### config.mk
export PLATFORM = sky130hd
export DESIGN_NAME = tlb_pair_lookup
export DESIGN_NICKNAME = d
export VERILOG_FILES = /design/src/rtl/tlb_pair_pkg.sv /design/src/rtl/tlb_pair_ctrl.sv /design/src/rtl/tlb_pair_datapath.sv /design/src/rtl/tlb_pair_lookup.sv
export SDC_FILE = /design/constraint.sdc
export NUM_CORES = 2
export LEC_CHECK = 0
export BUFFER_PORTS_ARGS = -buffer_cell sky130_fd_sc_hd__buf_2
export CAP_MARGIN = 20
export CORE_MARGIN = 5
export CORE_UTILIZATION = 45
export CTS_CLUSTER_SIZE = 14
export DETAILED_ROUTE_END_ITERATION = 8
export PLACE_DENSITY = 0.68
export REMOVE_ABC_BUFFERS = 1
export SLEW_MARGIN = 0
export SYNTH_ARGS = -nofsm -noshare
export SYNTH_HDL_FRONTEND = slang
export SYNTH_SLANG_ARGS = --single-unit
### constraint.sdc
create_clock -name clk -period 12.6 [get_ports clk]
set_clock_uncertainty 0.2 [all_clocks]
set_input_delay 1.89 -clock clk [delete_from_list [all_inputs] [get_ports clk]]
set_output_delay 1.89 -clock clk [all_outputs]
set_load 0.03 [all_outputs]
### src/rtl/tlb_pair_pkg.sv
package tlb_pair_pkg;

  typedef enum logic [2:0] {
    RES_MATCH   = 3'd0,
    RES_NOMATCH = 3'd1,
    RES_INVALID = 3'd2,
    RES_DIRTY   = 3'd3,
    RES_RI      = 3'd4,
    RES_XI      = 3'd5
  } tlbResult_e;

  typedef enum logic [1:0] {
    ACC_FETCH = 2'd0,
    ACC_LOAD  = 2'd1,
    ACC_STORE = 2'd2
  } tlbAccess_e;

  typedef struct packed {
    logic valid;
    logic dirty;
    logic readInh;
    logic execInh;
  } pageAttr_t;

  typedef struct packed {
    logic capture;
    logic grantRead;
    logic grantWrite;
    logic passAddr;
  } ctrlStrobe_t;

endpackage

### src/rtl/tlb_pair_ctrl.sv
module tlb_pair_ctrl
  import tlb_pair_pkg::*;
(
  input  logic        lookupValid,
  input  logic        anyHit,
  input  pageAttr_t   selAttr,
  input  logic [1:0]  accessType,
  output ctrlStrobe_t strobe,
  output tlbResult_e  resCode
);

  // Fixed-priority attribute checks on the chosen page half.
  always_comb begin
    strobe  = '0;
    resCode = RES_NOMATCH;
    if (lookupValid) begin
      strobe.capture = 1'b1;
      if (!anyHit) begin
        resCode = RES_NOMATCH;
      end else if (!selAttr.valid) begin
        resCode = RES_INVALID;
      end else if (accessType == ACC_FETCH && selAttr.execInh) begin
        resCode = RES_XI;
      end else if (accessType == ACC_LOAD && selAttr.readInh) begin
        resCode = RES_RI;
      end else if (accessType == ACC_STORE && !selAttr.dirty) begin
        resCode = RES_DIRTY;
      end else begin
        resCode           = RES_MATCH;
        strobe.grantRead  = 1'b1;
        strobe.grantWrite = selAttr.dirty;
        strobe.passAddr   = 1'b1;
      end
    end
  end

endmodule

### src/rtl/tlb_pair_datapath.sv
module tlb_pair_datapath
  import tlb_pair_pkg::*;
#(
  parameter int NUM_ENTRIES = 16,
  parameter int VA_W        = 32,
  parameter int PA_W        = 32,
  parameter int ASID_W      = 8,
  parameter int PAGE_SHIFT  = 12
) (
  input  logic                           clk,
  input  logic                           rstN,
  input  logic                           lookupValid,
  input  logic [VA_W-1:0]                vaddr,
  input  logic [ASID_W-1:0]              curAsid,
  input  logic                           wrEn,
  input  logic [$clog2(NUM_ENTRIES)-1:0] wrIndex,
  input  logic [VA_W-1:0]                wrVpn,
  input  logic [VA_W-1:0]                wrMask,
  input  logic [ASID_W-1:0]              wrAsid,
  input  logic                           wrGlobal,
  input  logic                           wrHwInval,
  input  logic [PA_W-1:0]                wrPfnEven,
  input  logic [PA_W-1:0]                wrPfnOdd,
  input  pageAttr_t                      wrAttrEven,
  input  pageAttr_t                      wrAttrOdd,
  input  ctrlStrobe_t                    strobe,
  input  tlbResult_e                     resCode,
  output logic                           anyHit,
  output pageAttr_t                      selAttr,
  output logic                           respValid,
  output tlbResult_e                     respCode,
  output logic [PA_W-1:0]                respPaddr,
  output logic                           respRead,
  output logic                           respWrite,
  output logic                           respMultiHit
);

  localparam int IDX_W = $clog2(NUM_ENTRIES);
  localparam int CNT_W = IDX_W + 1;
  localparam logic [VA_W-1:0] MIN_MASK = VA_W'((64'd1 << (PAGE_SHIFT + 1)) - 64'd1);

  logic [VA_W-1:0]   entVpn   [NUM_ENTRIES];
  logic [VA_W-1:0]   entMask  [NUM_ENTRIES];
  logic [ASID_W-1:0] entAsid  [NUM_ENTRIES];
  logic [PA_W-1:0]   entPfnE  [NUM_ENTRIES];
  logic [PA_W-1:0]   entPfnO  [NUM_ENTRIES];
  pageAttr_t         entAttrE [NUM_ENTRIES];
  pageAttr_t         entAttrO [NUM_ENTRIES];
  logic [NUM_ENTRIES-1:0] entGlobal;
  logic [NUM_ENTRIES-1:0] entHwInval;
  logic [NUM_ENTRIES-1:0] entUsed;

  logic [VA_W-1:0]        effMask [NUM_ENTRIES];
  logic [NUM_ENTRIES-1:0] hitVec;
  logic [NUM_ENTRIES-1:0] oddVec;

  // Entry storage: only the in-use flags need a reset.
  always_ff @(posedge clk) begin
    if (!rstN) begin
      entUsed <= '0;
    end else if (wrEn) begin
      entUsed[wrIndex] <= 1'b1;
    end
  end

  always_ff @(posedge clk) begin
    if (wrEn) begin
      entVpn[wrIndex]     <= wrVpn;
      entMask[wrIndex]    <= wrMask;
      entAsid[wrIndex]    <= wrAsid;
      entGlobal[wrIndex]  <= wrGlobal;
      entHwInval[wrIndex] <= wrHwInval;
      entPfnE[wrIndex]    <= wrPfnEven;
      entPfnO[wrIndex]    <= wrPfnOdd;
      entAttrE[wrIndex]   <= wrAttrEven;
      entAttrO[wrIndex]   <= wrAttrOdd;
    end
  end

  // One comparator slice per entry.
  for (genvar gi = 0; gi < NUM_ENTRIES; gi++) begin : g_match
    logic asidOk;
    logic tagOk;
    assign effMask[gi] = entMask[gi] | MIN_MASK;
    assign asidOk      = entGlobal[gi] || (entAsid[gi] == curAsid);
    assign tagOk       = ((vaddr ^ entVpn[gi]) & ~effMask[gi]) == '0;
    assign hitVec[gi]  = entUsed[gi] && !entHwInval[gi] && asidOk && tagOk;
    assign oddVec[gi]  = |(vaddr & effMask[gi] & ~(effMask[gi] >> 1));
  end

  logic [IDX_W-1:0] selIdx;
  logic [CNT_W-1:0] hitCount;
  logic             selOdd;
  logic             multiHit;
  logic [PA_W-1:0]  selPaddr;

  // Lowest index wins; count hits for the multi-hit flag.
  always_comb begin
    selIdx   = '0;
    hitCount = '0;
    for (int i = NUM_ENTRIES - 1; i >= 0; i--) begin
      if (hitVec[i]) begin
        selIdx   = IDX_W'(i);
        hitCount = hitCount + CNT_W'(1);
      end
    end
  end

  assign anyHit   = |hitVec;
  assign multiHit = hitCount > CNT_W'(1);
  assign selOdd   = oddVec[selIdx];
  assign selAttr  = selOdd ? entAttrO[selIdx] : entAttrE[selIdx];
  assign selPaddr = (selOdd ? entPfnO[selIdx] : entPfnE[selIdx]) |
                    PA_W'(vaddr & (effMask[selIdx] >> 1));

  // Result registers.
  always_ff @(posedge clk) begin
    if (!rstN) begin
      respValid    <= 1'b0;
      respCode     <= RES_NOMATCH;
      respPaddr    <= '0;
      respRead     <= 1'b0;
      respWrite    <= 1'b0;
      respMultiHit <= 1'b0;
    end else begin
      respValid <= strobe.capture;
      if (strobe.capture) begin
        respCode     <= resCode;
        respPaddr    <= strobe.passAddr ? selPaddr : '0;
        respRead     <= strobe.grantRead;
        respWrite    <= strobe.grantWrite;
        respMultiHit <= multiHit;
      end
    end
  end

  AST_RESP_LATENCY: assert property (@(posedge clk) disable iff (!rstN)
    lookupValid |=> respValid);
  AST_NO_SPURIOUS_RESP: assert property (@(posedge clk) disable iff (!rstN)
    !lookupValid |=> !respValid);
  AST_EMPTY_GIVES_NOMATCH: assert property (@(posedge clk) disable iff (!rstN)
    (lookupValid && entUsed == '0) |=> respCode == RES_NOMATCH);
  AST_PA_KEEPS_OFFSET: assert property (@(posedge clk) disable iff (!rstN)
    (respValid && respCode == RES_MATCH) |->
      ((respPaddr[PAGE_SHIFT-1:0] & $past(vaddr[PAGE_SHIFT-1:0])) ==
        $past(vaddr[PAGE_SHIFT-1:0])));
  AST_MULTI_NEEDS_HIT: assert property (@(posedge clk) disable iff (!rstN)
    (respValid && respMultiHit) |-> respCode != RES_NOMATCH);

endmodule

### src/rtl/tlb_pair_lookup.sv
module tlb_pair_lookup
  import tlb_pair_pkg::*;
#(
  parameter int NUM_ENTRIES = 16,
  parameter int VA_W        = 32,
  parameter int PA_W        = 32,
  parameter int ASID_W      = 8,
  parameter int PAGE_SHIFT  = 12
) (
  input  logic                           clk,
  input  logic                           rstN,
  input  logic                           lookupValid,
  input  logic [VA_W-1:0]                vaddr,
  input  logic [1:0]                     accessType,
  input  logic [ASID_W-1:0]              curAsid,
  input  logic                           wrEn,
  input  logic [$clog2(NUM_ENTRIES)-1:0] wrIndex,
  input  logic [VA_W-1:0]                wrVpn,
  input  logic [VA_W-1:0]                wrMask,
  input  logic [ASID_W-1:0]              wrAsid,
  input  logic                           wrGlobal,
  input  logic                           wrHwInval,
  input  logic [PA_W-1:0]                wrPfnEven,
  input  logic [PA_W-1:0]                wrPfnOdd,
  input  logic [3:0]                     wrAttrEven,
  input  logic [3:0]                     wrAttrOdd,
  output logic                           respValid,
  output logic [2:0]                     respCode,
  output logic [PA_W-1:0]                respPaddr,
  output logic                           respRead,
  output logic                           respWrite,
  output logic                           respMultiHit
);

  ctrlStrobe_t strobe;
  tlbResult_e  resCode;
  tlbResult_e  respCodeE;
  pageAttr_t   selAttr;
  logic        anyHit;

  tlb_pair_ctrl u_ctrl (
    .lookupValid (lookupValid),
    .anyHit      (anyHit),
    .selAttr     (selAttr),
    .accessType  (accessType),
    .strobe      (strobe),
    .resCode     (resCode)
  );

  tlb_pair_datapath #(
    .NUM_ENTRIES (NUM_ENTRIES),
    .VA_W        (VA_W),
    .PA_W        (PA_W),
    .ASID_W      (ASID_W),
    .PAGE_SHIFT  (PAGE_SHIFT)
  ) u_dp (
    .clk          (clk),
    .rstN         (rstN),
    .lookupValid  (lookupValid),
    .vaddr        (vaddr),
    .curAsid      (curAsid),
    .wrEn         (wrEn),
    .wrIndex      (wrIndex),
    .wrVpn        (wrVpn),
    .wrMask       (wrMask),
    .wrAsid       (wrAsid),
    .wrGlobal     (wrGlobal),
    .wrHwInval    (wrHwInval),
    .wrPfnEven    (wrPfnEven),
    .wrPfnOdd     (wrPfnOdd),
    .wrAttrEven   (pageAttr_t'(wrAttrEven)),
    .wrAttrOdd    (pageAttr_t'(wrAttrOdd)),
    .strobe       (strobe),
    .resCode      (resCode),
    .anyHit       (anyHit),
    .selAttr      (selAttr),
    .respValid    (respValid),
    .respCode     (respCodeE),
    .respPaddr    (respPaddr),
    .respRead     (respRead),
    .respWrite    (respWrite),
    .respMultiHit (respMultiHit)
  );

  assign respCode = respCodeE;

  AST_XI_ONLY_ON_FETCH: assert property (@(posedge clk) disable iff (!rstN)
    (respValid && respCode == RES_XI) |-> $past(accessType) == ACC_FETCH);
  AST_RI_ONLY_ON_LOAD: assert property (@(posedge clk) disable iff (!rstN)
    (respValid && respCode == RES_RI) |-> $past(accessType) == ACC_LOAD);
  AST_DIRTY_ONLY_ON_STORE: assert property (@(posedge clk) disable iff (!rstN)
    (respValid && respCode == RES_DIRTY) |-> $past(accessType) == ACC_STORE);
  AST_WRITE_ONLY_ON_MATCH: assert property (@(posedge clk) disable iff (!rstN)
    (respValid && respWrite) |-> (respCode == RES_MATCH && respRead));
  AST_READ_ON_MATCH: assert property (@(posedge clk) disable iff (!rstN)
    (respValid && respCode == RES_MATCH) |-> respRead);

endmodule

==> results by group <==
Setup path
  • Critical Path RT: about 13 ns
  • Worst path max stage delay: around 0.6 ns
  • Crit. End Element: flop
  • Crit path top cell by count: ha_1
  • Worst EP arrival: 12.21 ns
  • Setup crit start kind: input port
  • CP Max Fanout: 2
  • Slowest CP cell: or3b_2
  • Reg2Reg Setup Slack: 1.69 ns
  • Reg2Reg Depth: 56
  • Crit Path Class: input port to flop
  • End of the worst register-to-register path: u_dp.respMultiHit
  • Critical register-to-register path startpoint: u_dp.entAsid[15][6]

CTS
  • Max Buffers Root-to-Sink: 3
  • Post-CTS sizing: 0
  • CTS root buffer: clkbuf_16
  • H-tree Lvls: 4
  • CTS clk-pin slew, worst paths: 0.06 ns
  • Post-CTS setup buffer count: 0
  • CTS Sinks: a little under 2000
  • CTS tree: yes
  • Cts-stage hold buffer count: 0
  • Num CTS Buffers: around 200
  • Clock Latency Late Sink: 0.86 ns

Timing
  • Final setup violating endpoints: 0
  • Period utilization: 92.87%
  • RSZ-0062 raised after global routing: no
  • Fmax: 85.46 MHz
  • Final Hold Fails: 0
  • Final Slew Violations: 0
  • Total negative slack: 0 ns
  • Worst Tran Pin Value: 1.199 ns
  • Fin worst setup slack: 0.8983 ns
  • Crit path time final: 11.70 ns
  • Slew headroom: 19.71%

Synthesis
  • Synth warn: 0
  • Mapped Area: ~0.084 mm2
  • Seq cells post-synth: 1975
  • Share of the synthesized area in the top cell type: 68.56%
  • Syn avg cell area: 12.72 um2
  • Synth async-reset ratio: 0%
  • Synth area leader: edfxtp_1
  • Largest cells by area after synthesis: edfxtp_1, nand2_1, xnor2_1
  • Commonest register cell after synthesis: edfxtp_1
  • Seq/Total Area, Yosys: 69.87%
  • Number of flops mapped to enable cells by yosys: between 1500 and 2000
  • Yosys cell types: 88
  • Synthesized instance count: 6613

Run status
  • Status: complete, no violations

Floorplanning
  • # IOs: 235
  • Rows: 158
  • Die Ht: between 400 and 500 um
  • Die W: 442.3 um
  • Core area: 0.1856 mm2
  • Initial core utilization: 45.30%
  • Die area: 0.1956 mm2

Global route
  • GRT overflow: 0
  • Largest net degree at the start of global routing: 156
  • Initial antenna violation count: 53
  • First-pass GRT wire length: 409.4 mm
  • Gr usage total: 28.80%
  • Number of global-route vias before repair: 55030

Final layout
  • Register area: a little under 0.06 mm2
  • Area of the multi-input gates: about 0.024 mm2
  • NumNets Final: between 7000 and 8000
  • Finished Layout Cells: between 9000 and 10000
  • P&R area growth vs syn: 12.63%
  • Layout cells sized above 1: 10.39%
  • Core Util, Final: 51.02%
  • FILL cells: 15690

Detailed routing
  • DRT Pass-1 Iters: 6
  • # DRC: 0
  • Routed len/inst: ~31 um
  • Vias per cell: 6.205
  • Post-Route WL: 291.4 mm
  • Routed Antenna Nets: 0
  • Via count: 58800
  • 1st-iter DRT viols: 8828

Power and ir drop
  • Switching pwr: 3.135 mW
  • Power per cell area: between 100 and 150 mW/mm2
  • Clk pwr share: 42.4%
  • Internal cell power: 10.82 mW
  • Switching share of power: between 20 and 25%
  • VDD IR max: 0.1319 mV
  • Logic pwr share: under 10%
  • Pleak: approximately 32 nW
  • Seq pwr share: 53.0%

Min path
  • Hold_sp: u_dp.entUsed[14]
  • Hold depth: 2
  • Worst hold endpoint: u_dp.entUsed[14]
  • HP Class: flop to flop

Job
  • Max Cap Viol: 0

Placed design
  • DP Wirelength: 169.2 mm
  • # port buffers: 208
  • Gpl congestion: 0.9867
  • Pre-CTS setup slack: 0.1790 ns
  • Cell count after placement: between 9000 and 10000
==> sequential cells by signal, summed over array words and instances (netlist names) <==
| register | count |
|---|---|
| u_dp.entUsed | 16 |
| u_dp.respPaddr | 32 |
| u_dp.entPfnO | 512 |
| u_dp.entMask | 304 |
| u_dp.respCode | 3 |
| u_dp.entAttrO | 64 |
| u_dp.respWrite | 1 |
| u_dp.respMultiHit | 1 |
| u_dp.entAttrE | 64 |
| u_dp.entVpn | 304 |
| u_dp.entPfnE | 512 |
| u_dp.entGlobal | 16 |
| u_dp.respValid | 1 |
| u_dp.entAsid | 128 |
| u_dp.respRead | 1 |
| u_dp.entHwInval | 16 |
==> power by group through the flow <==
stage	logic [mW]	registers [mW]	clock network [mW]
final	0.639	7.40	5.92
after global routing	0.663	7.41	6.27
after CTS	0.624	7.40	5.97
after detailed placement	0.621	7.54	0
after global placement	0.612	7.53	0
after floorplan	0.242	7.53	0
==> worst max-delay path, delay by kind of cell <==
kind	cells	cell delay [ns]
AOI/OAI and AO/OA	16	2.20
buffers and inverters	9	0.71
xor gates and xnor gates	2	0.32
and+or+nand+nor	14	2.91
adders and majority gates	14	3.58
muxes	2	0.56
==> metal layers <==
layer	track usage [%]	wire length (um)	vias up
met5	0	210	-
met4	11.79	13580	32
met3	8.158	37150	642
met2	43.30	128700	3703
met1	39.61	111800	29430
li1	-	-	25000
==> cell type report <==
class | count | area share [%]
Tap cell | 2480 | 3.276
Multi-Input combinational cell | 4217 | 24.99
Inverter | 39 | 0.1546
Clock inverter | 121 | 1.347
Sequential cell | 1975 | 62.04
Clock buffer | 252 | 5.489
Timing Repair Buffer | 371 | 2.646
Antenna cell | 22 | 0.05813
==> Yosys cell counts, types with 18 or more instances <==
cell,n
o21ai_0,75
inv_1,35
nand2_1,1726
o22ai_1,321
a21oi_1,60
a31oi_1,115
dfxtp_1,55
and3_1,135
nor3_1,33
a311oi_1,117
nor2_1,160
nand4_1,40
xnor2_1,362
mux2i_1,88
nor4_1,100
a32o_1,18
buf_1,72
clkbuf_1,169
edfxtp_1,1920
nand3_1,485
xor2_1,105
a211oi_1,24
buf_2,120
==> worst max path at each step <==
stage	end	from	depth (start not counted)
CTS	u_dp.respMultiHit	curAsid[6]	57
global placement	u_dp.respMultiHit	curAsid[6]	55
global route	u_dp.respMultiHit	curAsid[2]	57
floorplan	u_dp.respPaddr[21]	vaddr[31]	17
finish	u_dp.respMultiHit	curAsid[6]	57
detailed placement	u_dp.respMultiHit	curAsid[6]	57
==> layout by cell type, fill, tap and decap left out, types with 8 or more instances in the layout <==
cell type and instances:
buf_2 208, clkinv_2 34, clkinv_1 40, nor2_1 148
bufinv_16 18, xor2_1 105, nor2_4 13, a311oi_1 117
xnor2_1 362, clkbuf_1 51, a41o_1 9, o41ai_1 8
o22ai_1 321, nor4_1 99, a211oi_1 24, o211ai_1 16
nand4_1 40, inv_1 34, a21oi_1 60, ha_1 17
nand3_1 485, nand2_1 1724, a2bb2oi_1 14, buf_4 143
edfxtp_1 1920, and3_1 135, o221ai_1 11, mux2i_1 88
buf_12 19, nor2b_1 16, a32o_1 18, diode_2 22
a221oi_1 12, a32oi_1 14, o21ai_0 74, clkbuf_16 199
dfxtp_1 55, a31oi_1 115, a22oi_1 8, nor3_1 29
==> metrics by stage <==
stage	power (mW)	area (um2)	hold WS, ns
after floorplan	7.775	82410	0.2314
after global placement	8.146	88160	0.2421
after detailed placement	8.158	88180	0.2502
after CTS	14.00	94660	0.2638
after global routing	14.34	94670	0.2801
final	13.96	94710	0.2597
==> cell families after synthesis <==
family / share of synthesized area, %
simple gates: 14.28
flops: 69.87
compound gates: 7.127
xor+xnor: 5.175
buf+inv: 2.169
mux: 1.128
fa+ha+maj: 0.2529
(Power assumes the default switching activity.)
